===== src/rtl/i2c_watch_pkg.sv =====
package i2c_watch_pkg;

    // index of each bus wire inside the synchroniser bundle
    localparam int unsigned LINE_SCL = 0;
    localparam int unsigned LINE_SDA = 1;
    localparam int unsigned LINE_CNT = 2;

    // sampled level pair used by the edge detector
    typedef struct packed {
        logic scl;
        logic sda;
    } line_pair_t;

    // framing event decoded in one cycle
    typedef struct packed {
        logic start;
        logic stop;
    } cond_t;

    // registered flag state of the status tracker
    typedef struct packed {
        logic s;
        logic p;
        logic irq;
    } flag_state_t;

endpackage


===== src/rtl/i2c_line_sync.sv =====
module i2c_line_sync #(
    parameter int unsigned LINES  = 2,
    parameter int unsigned STAGES = 2
) (
    input  logic             clk,
    input  logic             rst_n,
    input  logic [LINES-1:0] raw_i,
    output logic [LINES-1:0] sync_o
);
    // a single stage gives no metastability margin, so two is the floor
    localparam int unsigned STG = (STAGES < 2) ? 2 : STAGES;

    typedef struct packed {
        logic [LINES-1:0][STG-1:0] chain;
    } sync_state_t;

    sync_state_t st_d, st_q;

    always_comb begin
        st_d = st_q;
        for (int i = 0; i < LINES; i++) begin
            st_d.chain[i] = {st_q.chain[i][STG-2:0], raw_i[i]};
        end
    end

    // idle bus wires are pulled high, so reset to ones to avoid a false edge
    always_ff @(posedge clk or negedge rst_n) begin
        if (!rst_n) begin
            st_q <= '1;
        end else begin
            st_q <= st_d;
        end
    end

    genvar g;
    generate
        for (g = 0; g < LINES; g++) begin : g_out
            assign sync_o[g] = st_q.chain[g][STG-1];
        end
    endgenerate

endmodule


===== src/rtl/i2c_cond_detect.sv =====
module i2c_cond_detect
    import i2c_watch_pkg::*;
(
    input  logic clk,
    input  logic rst_n,
    input  logic scl_i,
    input  logic sda_i,
    output logic start_o,
    output logic stop_o
);
    typedef struct packed {
        line_pair_t prev;
    } det_state_t;

    det_state_t st_d, st_q;
    cond_t      cond;
    logic       scl_held;

    always_comb begin
        st_d          = st_q;
        st_d.prev.scl = scl_i;
        st_d.prev.sda = sda_i;

        // clock must be high before and after the data edge
        scl_held   = st_q.prev.scl & scl_i;
        cond.start = scl_held &  st_q.prev.sda & ~sda_i;
        cond.stop  = scl_held & ~st_q.prev.sda &  sda_i;
    end

    always_ff @(posedge clk or negedge rst_n) begin
        if (!rst_n) begin
            st_q <= '1;
        end else begin
            st_q <= st_d;
        end
    end

    assign start_o = cond.start;
    assign stop_o  = cond.stop;

endmodule


===== src/rtl/i2c_bus_status.sv =====
module i2c_bus_status
    import i2c_watch_pkg::*;
(
    input  logic clk,
    input  logic rst_n,
    input  logic enable_i,
    input  logic irq_en_i,
    input  logic start_i,
    input  logic stop_i,
    output logic s_o,
    output logic p_o,
    output logic free_o,
    output logic irq_o
);
    flag_state_t st_d, st_q;

    always_comb begin
        st_d     = st_q;
        st_d.irq = 1'b0;
        if (!enable_i) begin
            st_d.s = 1'b0;
            st_d.p = 1'b0;
        end else if (start_i) begin
            st_d.s = 1'b1;
            st_d.p = 1'b0;
        end else if (stop_i) begin
            // only a stop that closes an observed transfer interrupts
            st_d.irq = irq_en_i & st_q.s;
            st_d.s   = 1'b0;
            st_d.p   = 1'b1;
        end
    end

    always_ff @(posedge clk or negedge rst_n) begin
        if (!rst_n) begin
            st_q <= '0;
        end else begin
            st_q <= st_d;
        end
    end

    assign s_o    = st_q.s;
    assign p_o    = st_q.p;
    assign free_o = st_q.p | (~st_q.s & ~st_q.p);
    assign irq_o  = st_q.irq;

endmodule


===== src/rtl/i2c_bus_watch.sv =====
module i2c_bus_watch
    import i2c_watch_pkg::*;
#(
    parameter int unsigned SYNC_STAGES = 2
) (
    input  logic clk,
    input  logic rst_n,
    input  logic enable,
    input  logic irq_en,
    input  logic scl_in,
    input  logic sda_in,
    output logic s_flag,
    output logic p_flag,
    output logic bus_free,
    output logic irq_pulse
);
    logic [LINE_CNT-1:0] raw_lines;
    logic [LINE_CNT-1:0] sync_lines;
    logic                start_det;
    logic                stop_det;

    always_comb begin
        raw_lines           = '0;
        raw_lines[LINE_SCL] = scl_in;
        raw_lines[LINE_SDA] = sda_in;
    end

    i2c_line_sync #(
        .LINES  (LINE_CNT),
        .STAGES (SYNC_STAGES)
    ) sync_i (
        .clk    (clk),
        .rst_n  (rst_n),
        .raw_i  (raw_lines),
        .sync_o (sync_lines)
    );

    i2c_cond_detect det_i (
        .clk     (clk),
        .rst_n   (rst_n),
        .scl_i   (sync_lines[LINE_SCL]),
        .sda_i   (sync_lines[LINE_SDA]),
        .start_o (start_det),
        .stop_o  (stop_det)
    );

    i2c_bus_status stat_i (
        .clk      (clk),
        .rst_n    (rst_n),
        .enable_i (enable),
        .irq_en_i (irq_en),
        .start_i  (start_det),
        .stop_i   (stop_det),
        .s_o      (s_flag),
        .p_o      (p_flag),
        .free_o   (bus_free),
        .irq_o    (irq_pulse)
    );

endmodule


===== config.mk =====
export PLATFORM = sky130hd
export DESIGN_NAME = i2c_bus_watch
export DESIGN_NICKNAME = d
export VERILOG_FILES = /design/src/rtl/i2c_watch_pkg.sv /design/src/rtl/i2c_line_sync.sv /design/src/rtl/i2c_cond_detect.sv /design/src/rtl/i2c_bus_status.sv /design/src/rtl/i2c_bus_watch.sv
export SDC_FILE = /design/constraint.sdc
export NUM_CORES = 1
export LEC_CHECK = 0
export BUFFER_PORTS_ARGS = -buffer_cell sky130_fd_sc_hd__buf_2
export CORE_AREA = 2 2 39 41
export CTS_CLUSTER_DIAMETER = 200
export DETAILED_ROUTE_END_ITERATION = 12
export DIE_AREA = 0 0 41 43
export PLACE_DENSITY = 0.47
export SETUP_SLACK_MARGIN = 0.5
export SYNTH_ARGS = -nofsm -noshare
export SYNTH_HDL_FRONTEND = slang
export SYNTH_SLANG_ARGS = --single-unit

===== constraint.sdc =====
create_clock -name clk -period 1.1 [get_ports clk]
set_input_delay 0.11 -clock clk [delete_from_list [all_inputs] [get_ports clk]]
set_output_delay 0.11 -clock clk [all_outputs]
set_load 0.02 [all_outputs]

==> After elaboration in Yosys (flattened, before gate mapping) <==
Cells that the tools add are included.
{ "totals": {"reg_bits": 9, "out_inout_bits": 4, "elab_cells": 25, "inputBits": 6} }
{ "op_classes": {"muxes": 5, "n_eq_ne": 1, "bitwise": 12} }
{ "ops": {"columns": ["cell", "n"], "rows": [
  ["$and A1 B1 Y1", 7],
  ["$mux W2", 2],
  ["$not A1 Y1", 4],
  ["$mux W3", 1],
  ["$ne A3 B1 Y1 const B", 1],
  ["$mux W1", 2],
  ["$or A1 B1 Y1", 1]
]} }

==> Depth between registers and ports, before layout <==
Gate-level depths: netlist (run 1).
{ "logic_depth": {"depth_word": 6, "depth_mapped": 2, "ltp_nobuf": 2} }

==> Cells and area by module <==
A second synthesis (run 1) with hierarchy kept.
{ "unflattened": {"cells_unflattened": 19, "area_unflattened_um2": 295.3} }
{ "modules_own_cells": {"columns": ["mod", "n_inst", "seq_area_each_um2", "area_each_um2", "cells_each"], "rows": [
  ["i2c_bus_status", 1, 75.1, 117.6, 11],
  ["i2c_line_sync", 1, 105.1, 105.1, 4],
  ["i2c_cond_detect", 1, 52.6, 72.6, 4]
]} }

==> Least setup slack after synthesis (run 1) <==
No wires, ideal clock.
{ "synth_timing": {"path_type": "reg2reg", "startpoint": "register stat_i.s_o (netlist name)", "endpoint": "register stat_i.st_q (netlist bit stat_i.s_o)", "synth_period_minus_slack_ns": 0.946, "stages_incl_launch_ff": 3, "path_slack_ns": 0.154, "setup_time_ns": 0.084, "t_arrival_ns": 0.862, "path_buffers": 0, "required_ns": 1.016, "cell_sequence": "dfrtp_1 > a21bo_1 > a41oi_2"} }
{ "synth_rtl": {"columns": ["element", "line_no", "text"], "rows": [
  ["end signal, assigned", "i2c_bus_status.sv:38", "st_q <= st_d;"],
  ["end, declared", "i2c_bus_status.sv:15", "flag_state_t st_d, st_q;"]
]} }

==> Worst setup path in the final report (run 1) <==
{ "layout_timing": {"startpoint": "register stat_i.st_q (netlist bit stat_i.p_o)", "endpoint": "output bus_free"} }
{ "layout_between": {"elab_chain_cells": 3} }
{ "layout_rtl": {"columns": ["element", "line_no", "text"], "rows": [
  ["$not A1 Y1", "i2c_bus_status.sv:44", "assign free_o = st_q.p | (~st_q.s & ~st_q.p);"],
  ["$and A1 B1 Y1", "i2c_bus_status.sv:44", null],
  ["$or A1 B1 Y1 *", "i2c_bus_status.sv:44", null],
  ["end, declared", "i2c_bus_watch.sv:14", "output logic bus_free,"]
]} }
Every way passes the cells marked *; elsewhere a longest branch is shown, timed or not.

==> impl_metrics.toml, run 1 <==
[sta]
fin_skew_ns = 0.00198
postLayoutSetupSlackWorst_ns = -0.0355
rsz0062_at_grt = "true"
fin_crit_sh_pct = 103
tightest_slew_ns = 0.223
slew_headroom_pct = 85.1
fmax_mhz = 881
final_max_slew_viol_count = 0
setup_viol = 1
fin_setup_tns_ns = -0.0355
timing.final.crit_period_ns = 1.14
hold_viol = 0

[drt]
met3_length_um = 36
drt_iter0_markers = 1
vias = 256
wl_met2_um = 356
maxUsedRoutingLayer = "met3"
met1_length_um = 242
via_per_inst = 4.34
wl_per_cell_um = 10.8
drc_errors = 0
wl_um = 636
drtPass1Iterations = 2
ant_nets = 0

[finish]
drive_above_1_share_pct = 65.1
multi_input_area_sq_um = 108
final_area_sq_um = 534
n_antenna_cell = 0
fillers = 143
fin_cells = 59
seqCellArea_sq_um = 235
nNetsFinal = 50
utilization_pct = 38.6
syn_to_final_growth_pct = 60.5

[synthesis]
synthCells = 23
synth-seq-cells = 9
syn_area_per_cell_sq_um = 14.5
ys_warn_count = 0
yosysSeqAreaShare_pct = 69.9
synth_fp_nets = 29
yosys.area.top_type = "dfstp_2"
yosysTopAreaCellShare_pct = 47.4
syn_area_sq_um = 333
yosysUniqueCellTypes = 13
synth_top_cells_by_area = "dfstp_2 47%, dfrtp_1 23%, a41oi_2 4.9%, or2b_1 4.5%, nand2_1 3.4%"

[status]
violations = "setup timing"
status = "complete, but fails checks"

[floorplan]
initial_core_util_pct = 24.1
coreArea_sq_um = 1380
die_area_sq_um = 1760
io_pins = 10
row_count = 14
die_x_um = 41
die_h_um = 43

[power_and_ir_drop]
power.density_nw_per_um2 = 1400
ir_drop_v = 0.000540
p_leak_nw = 0.228

[global_route]
grt_antenna_before_repair = 0
grt_usage_pct = 7.61
grt_overflow = 0
grt_max_degree = 10
grt_pass1_vias = 226
grt_pass1_wl_um = 834

[clock_network]
cts.sinks = 9
cts_tree = "yes"
clockRootBuffer = "clkbuf_4"
htreeDepth = 1
clkLatencyLatePin_ns = 0.25
clock_path_buffers = 2
clk_pin_slew_ns = 0.06
cts_made_buffers = 3

[critical_path]
cp.arrival_ns = 1.03
crit_type = "flip-flop to output port"
reg2regPathDepth = 2
cp.depth = 2
crit_fanout = 2
cp.required_ns = 0.99
crit_path_start_kind = "flip-flop"
critPathMaxStageDelay_ns = 0.40
crit_buf_inv = 1
r2r_start = "sync_i.sync_o[1]$_DFF_PN1_"
r2r-end = "stat_i.p_o$_DFFE_PN0P_"
worstSetupEndpoint = "bus_free"
critical_path.top_delay_family = "flip-flops"
cpMaxStageDelayCell = "dfrtp_2"
path_cells = "or2b_4 -> buf_6"
reg2reg_slack_ns = 0.11
worst_setup_path_end_kind = "output port"
startpoint = "stat_i.p_o$_DFFE_PN0P_"

[placed_design]
port-buffer-count = 9
post_dp_cell_area_sq_um = 404
place_inst = 48
gp_congestion = 0.657

[job]
cap_violations = 0

[min_path]
hp-class = "input port to flip-flop"
==> kinds of logic after synthesis <==
kind of cell,after synthesis,synth area share [%]
compound gates,4,12.4
simple gates,9,16.5
buf+inv,1,1.13
flops,9,69.9
==> flip-flops by register name (all words and copies together) (netlist names) <==
name	cells
det_i.st_q	2
sync_i.st_d	2
sync_i.sync_o	2
stat_i.p_o	1
stat_i.irq_o	1
stat_i.s_o	1
==> power by group <==
| part | switching (mW) | leakage (nW) | internal [mW] |
|---|---|---|---|
| Clock | 0.108 | 0.0150 | 0.139 |
| Sequential | 0.0149 | 0.101 | 0.359 |
| Combinational | 0.0492 | 0.112 | 0.0756 |
==> cell usage after synthesis (all sizes together) <==
| cell | n |
|---|---|
| nand2 | 3 |
| nor3 | 1 |
| dfstp | 6 |
| o32ai | 1 |
| nand4b | 1 |
| inv | 1 |
| a41oi | 1 |
| nand4 | 1 |
| a31oi | 1 |
| or2b | 2 |
| dfrtp | 3 |
| and3b | 1 |
| a21bo | 1 |
==> final cells by class <==
type | count | area share, %
clock buffer | 4 | 4.92
inverter | 1 | 0.703
multi-input combinational | 13 | 20.1
sequential | 9 | 44.0
tap | 16 | 3.75
timing repair buffer | 16 | 26.5
==> worst min-delay path by stage <==
stage / startpoint / endpoint / slack, ns / cells after the start
final: enable / stat_i.irq_o$_DFF_PN0_ / 0.11 / 3
after global routing: enable / stat_i.irq_o$_DFF_PN0_ / 0.11 / 3
after CTS: enable / stat_i.irq_o$_DFF_PN0_ / 0.08 / 3
after detailed placement: rst_n / stat_i.irq_o$_DFF_PN0_ / -0.03 / 1
after global placement: rst_n / stat_i.s_o$_DFFE_PN0P_ / -0.03 / 1
after floorplan: rst_n / stat_i.irq_o$_DFF_PN0_ / -0.19 / 0
==> stage by stage <==
step	power [mW]	worst slack [ns]	hold slack, ns
6_report	0.746	-0.0355	0.111
5_1_grt	0.792	-0.0805	0.113
4_1_cts	0.755	-0.0593	0.0792
3_5_place_dp	0.452	0.109	-0.0252
3_3_place_gp	0.451	0.129	-0.0334
2_1_floorplan	0.419	0.190	-0.186
==> metal layers <==
metal | GRT usage, % | vias to the layer above
li1 | - | 122
met1 | 7.67 | 126
met2 | 10.6 | 8
met3 | 3.14 | 0
met4 | 8.00 | 0
met5 | 0 | -
==> placed cells by master, fill, tap and decap left out, drive strengths merged <==
master / netlist / routed
or2b: 2 / 2
dfstp: 6 / 6
and3b: 1 / 1
buf: 0 / 13
clkbuf: 0 / 4
dlygate4sd3: 0 / 3
inv: 1 / 1
nand4: 1 / 1
o32ai: 1 / 1
a21bo: 1 / 1
nor3: 1 / 1
a41oi: 1 / 1
nand2: 3 / 3
dfrtp: 3 / 3
a31oi: 1 / 1
nand4b: 1 / 1
==> tightest hold or removal path, cell delays in order <==
cell and delay (ns):
buf_2 0.12, nand2_2 0.07, nor3_2 0.03
==> what timing repair did <==
| action | CTS | global route |
|---|---|---|
| endpoints found under the setup margin | 9 | 9 |
| hold endpoints to repair | 11 | 0 |
| gates resized for setup | 9 | 4 |
| cloned | 0 | 0 |
| buffers inserted | 3 | 1 |
| pin swaps | 0 | 3 |
| hold buffers | 3 | 0 |
Note: power is estimated with default switching activity, not from simulation.
==> inputs of run 2 (changes only) <==
Settings changed: CAP_MARGIN set to 20, RECOVER_POWER set to 100.
==> run 2 against run 1 <==
Compared with the run above: the flow still finishes with violations (setup timing); die area did not move; power fell by 0.88%; largest power group unchanged; combinational power fell by 4%; worst hold slack barely moved; register-to-register slack got worse by 0.05 ns; via count fell by 0.78%; routed wire length fell by 1.1%; critical path type unchanged; sequential power barely moved.
==> impl_metrics.toml, run 2 (synthesis results as in run 1) <==
[sta]
fmax_mhz = 881
fin_skew_ns = 0.00246
hold_viol = 0
timing.final.crit_period_ns = 1.13
slew_headroom_pct = 68.8
tightest_slew_ns = 0.468
rsz0062_at_grt = "true"
postLayoutSetupSlackWorst_ns = -0.0344
fin_setup_tns_ns = -0.0344
fin_crit_sh_pct = 103
setup_viol = 1
final_max_slew_viol_count = 0

[floorplan]
die_x_um = 41
row_count = 14
io_pins = 10
coreArea_sq_um = 1380
initial_core_util_pct = 24.1
die_h_um = 43
die_area_sq_um = 1760

[critical_path]
r2r_start = "sync_i.sync_o[1]$_DFF_PN1_"
reg2reg_slack_ns = 0.06
crit_path_start_kind = "flip-flop"
reg2regPathDepth = 2
crit_fanout = 2
r2r-end = "stat_i.p_o$_DFFE_PN0P_"
crit_type = "flip-flop to output port"
worst_setup_path_end_kind = "output port"
cp.required_ns = 0.99
cp.arrival_ns = 1.02

[placed_design]
port-buffer-count = 9
gp_congestion = 0.657
place_inst = 48
post_dp_cell_area_sq_um = 404

[drt]
wl_per_cell_um = 10.7
vias = 254
drtPass1Iterations = 2
ant_nets = 0
drt_iter0_markers = 2
drc_errors = 0
via_per_inst = 4.31
wl_um = 629

[finish]
drive_above_1_share_pct = 53.5
final_area_sq_um = 513
layout_commonest_cell = "buf_6"
syn_to_final_growth_pct = 54.1
layout_common_cells = "6 x buf_6, 5 x dfstp_2, 4 x buf_2"
seqCellArea_sq_um = 235
fillers = 147
n_antenna_cell = 0
nNetsFinal = 50
fin_cells = 59
multi_input_area_sq_um = 95.1

[status]
violations = "setup timing"
status = "complete, but fails checks"

[global_route]
grt_overflow = 0
grt_antenna_before_repair = 0
grt_max_degree = 10
grt_pass1_vias = 226
grt_pass1_wl_um = 834
grt_usage_pct = 7.61

[power_and_ir_drop]
ir_drop_v = 0.000538
power_mw = 0.739
power.density_nw_per_um2 = 1440
p_leak_nw = 0.219

[clock_network]
cts.sinks = 9
htreeDepth = 1
clockRootBuffer = "clkbuf_4"
clk_pin_slew_ns = 0.06
cts_tree = "yes"
clkLatencyLatePin_ns = 0.25
clock_path_buffers = 2
cts_made_buffers = 3

[min_path]
min_path_cells = 3
min_from = "enable"
hp-class = "input port to flip-flop"
min_to = "stat_i.irq_o$_DFF_PN0_"

[job]
cap_violations = 0
==> run 2: how the worst max path moves through the flow <==
stage	start	endpoint	cells past startpoint
3_5_place_dp	sync_i.sync_o[1]$_DFF_PN1_	stat_i.p_o$_DFFE_PN0P_	2
5_1_grt	stat_i.p_o$_DFFE_PN0P_	bus_free	2
2_1_floorplan	sync_i.sync_o[0]$_DFF_PN1_	stat_i.s_o$_DFFE_PN0P_	2
6_report	stat_i.p_o$_DFFE_PN0P_	bus_free	2
3_3_place_gp	sync_i.sync_o[1]$_DFF_PN1_	stat_i.p_o$_DFFE_PN0P_	2
4_1_cts	stat_i.p_o$_DFFE_PN0P_	bus_free	2
==> run 2: repair_timing <==
action / CTS / global route
hold endpoints to repair: 11 / 0
gates resized for setup: 9 / 4
setup endpoints to repair: 9 / 9
setup buffers: 3 / 1
gates cloned: 0 / 0
hold buffers: 3 / 0
pin swaps: 0 / 3
==> run 2: stage by stage <==
stage / hold WS [ns] / util (%) / worst slack (ns)
floorplan: -0.186 / - / 0.190
global placement: -0.0334 / 29.2 / 0.129
detailed placement: -0.0252 / 29.2 / 0.109
CTS: 0.0792 / 37.0 / -0.0593
global route: 0.111 / 37.1 / -0.0805
finish: 0.112 / 37.1 / -0.0344
==> run 2: report_power, final <==
part | switching, mW | internal (mW)
clock | 0.107 | 0.139
combinational | 0.0469 | 0.0735
sequential | 0.0145 | 0.358
total | 0.168 | 0.571
==> run 2: final cells by class <==
type                       count  area share [%]
sequential                     9            45.9
clock buffer                   4            5.12
multi-input combinational     13            18.5
tap                           16            3.90
timing repair buffer          16            25.9
inverter                       1           0.732
==> run 2: routing by layer <==
metal | track usage [%] | share of wire [%] | wire [um] | vias up
li1 | - | - | - | 122
met1 | 7.67 | 38 | 239 | 124
met2 | 10.6 | 56 | 352 | 8
met3 | 3.14 | 5.7 | 36 | 0
met4 | 8.00 | 0 | 0 | 0
met5 | 0 | 0 | 0 | -
==> run 2: critical path, stage by stage, from the launching register on <==
cell     delay [ns]
dfrtp_2        0.40
or2b_4         0.25
buf_6          0.13
==> inputs of run 3 (changes only) <==
Settings changed: SETUP_SLACK_MARGIN 0.5 to not set.
==> run 3 against run 2 <==
Compared with the run above: the run now ends clean; global-route usage is 1.0 points higher; clock skew is 0.0020 ns lower; sequential share of layout area is 3.0 points higher; clock-buffer cell count is 1 lower; first-iteration DRC count is 100% lower; combinational power is 23% lower; setup slack better by 0.038 ns; critical path depth stayed put; fmax is 3.5% higher; power is 3.6% lower; die area stayed put; critical path type unchanged; critical endpoint unchanged; largest cell class unchanged.
==> impl_metrics.toml, run 3 (synthesis results as in run 1) <==
[finish]
fillers = 149
n_antenna_cell = 0
nNetsFinal = 48
seqCellArea_sq_um = 233
drive_above_1_share_pct = 46.3
layout_commonest_cell = "dfstp_2"
final_area_sq_um = 477
syn_to_final_growth_pct = 43.2
multi_input_area_sq_um = 96.3
layout_common_cells = "5 x dfstp_2, 4 x buf_2"

[critical_path]
crit_fanout = 2
cp.arrival_ns = 0.99
path_cells = "or2b_1 -> buf_6"
crit_path_start_kind = "flip-flop"
critPathMaxStageDelay_ns = 0.37
crit_type = "flip-flop to output port"
reg2regPathDepth = 2
cpMaxStageDelayCell = "dfrtp_1"
worst_setup_path_end_kind = "output port"
cp.required_ns = 0.99

[global_route]
grt_max_degree = 10
grt_pass1_vias = 239
grt_usage_pct = 8.66
grt_overflow = 0
grt_pass1_wl_um = 959
grt_antenna_before_repair = 0

[power_and_ir_drop]
comb_power_share_pct = 13.0
ir_drop_v = 0.000556
seqPwrFrac_pct = 52.0
internal_power_mw = 0.541
p_leak_nw = 0.207
power_switching_mw = 0.172
power.density_nw_per_um2 = 1500
swShare_pct = 24.1
p_clk_share_pct = 35.0

[placed_design]
post_dp_cell_area_sq_um = 398
port-buffer-count = 9
place_ws_ns = 0.122
gp_congestion = 0.679
hpwl_um = 405

[floorplan]
die_h_um = 43
io_pins = 10
die_x_um = 41
initial_core_util_pct = 24.1
die_area_sq_um = 1760
coreArea_sq_um = 1380
row_count = 14

[drt]
drc_errors = 0
wl_um = 556
met3_length_um = 50
via_per_inst = 4.18
drt_iter0_markers = 0
vias = 238
wl_met2_um = 267
met1_length_um = 237
maxUsedRoutingLayer = "met3"
drtPass1Iterations = 1
wl_per_cell_um = 9.75
ant_nets = 0

[min_path]
hp-class = "input port to flip-flop"
min_path_cells = 3

[clock_network]
clkLatencyLatePin_ns = 0.25
clock_path_buffers = 2
cts_made_buffers = 3
clockRootBuffer = "clkbuf_4"
cts_tree = "yes"
cts.sinks = 9
clk_pin_slew_ns = 0.06
htreeDepth = 1

[sta]
fin_skew_ns = 0.000508
hold_viol = 0
rsz0062_at_grt = "true"
tightest_slew_ns = 0.480
final_max_slew_viol_count = 0
fmax_mhz = 912
timing.final.crit_period_ns = 1.10
slew_headroom_pct = 68.0
setup_viol = 0
postLayoutSetupSlackWorst_ns = 0.00398
fin_crit_sh_pct = 99.6
fin_setup_tns_ns = 0

[status]
status = "finished clean"

[job]
cap_violations = 0
==> run 3: cell count changes in the layout (fill, tap and decap cells not counted) <==
cell and delta:
clkinv_2 +1, a41oi_2 +1, buf_6 -5, nand2_1 +1
dfrtp_2 -2, a41oi_1 -1, or2b_4 -1, dfrtp_1 +2
clkbuf_2 +1, nand2_2 -1, buf_4 +2, clkbuf_1 -1
or2b_1 +1
==> run 3: cell type report <==
| class | count | area share, % |
|---|---|---|
| Timing Repair Buffer | 14 | 20.2 |
| Inverter | 1 | 0.787 |
| Multi-Input combinational cell | 13 | 20.2 |
| Sequential cell | 9 | 48.8 |
| Clock buffer | 3 | 4.72 |
| Clock inverter | 1 | 1.05 |
| Tap cell | 16 | 4.20 |
==> run 3: per-stage QoR <==
step | hold slack [ns] | std cells | total power [mW] | util [%]
detailed placement | -0.0316 | 48 | 0.446 | 28.8
finish | 0.0847 | 57 | 0.713 | 34.4
floorplan | -0.186 | 23 | 0.414 | -
CTS | 0.0754 | 57 | 0.727 | 34.4
global route | 0.0701 | 57 | 0.765 | 34.4
global placement | -0.0311 | 48 | 0.445 | 28.8
==> run 3: repair_timing <==
action,CTS,global route
hold endpoints to repair,11,0
setup endpoints to repair,1,2
setup buffers,2,0
hold buffers,3,0
resized for setup,2,1
==> run 3: path summary, 6_finish.rpt <==
check                                                 from                    endpoint  slack, ns
worst max-delay path                stat_i.p_o$_DFFE_PN0P_                    bus_free      0.004
worst min-delay path                                irq_en      stat_i.irq_o$_DFF_PN0_       0.08
worst max register to register  sync_i.sync_o[0]$_DFF_PN1_      stat_i.s_o$_DFFE_PN0P_       0.08
worst min register to register    sync_i.st_d[3]$_DFF_PN1_  sync_i.sync_o[1]$_DFF_PN1_       0.36
max in group asynchronous                            rst_n    sync_i.st_d[1]$_DFF_PN1_       0.44
min in group asynchronous                            rst_n      stat_i.p_o$_DFFE_PN0P_       0.32
==> run 3: power groups by stage <==
| stage | registers [mW] | clock network (mW) | logic, mW |
|---|---|---|---|
| after global routing | 0.373 | 0.290 | 0.102 |
| after floorplan | 0.385 | 0 | 0.0291 |
| after detailed placement | 0.381 | 0 | 0.0650 |
| final | 0.371 | 0.250 | 0.0925 |
| after global placement | 0.380 | 0 | 0.0649 |
| after CTS | 0.372 | 0.263 | 0.0921 |
==> run 3: per-layer routing <==
metal	track usage [%]	up-vias
met5	0	-
met4	8.00	0
met3	3.14	0
met2	12.5	9
met1	9.09	111
li1	-	118
==> run 3: critical path: cells and delay by family (launching register included) <==
kind / cells / cell delay (ns)
buffers and inverters: 1 / 0.13
and+or+nand+nor: 1 / 0.23
DFF: 1 / 0.37
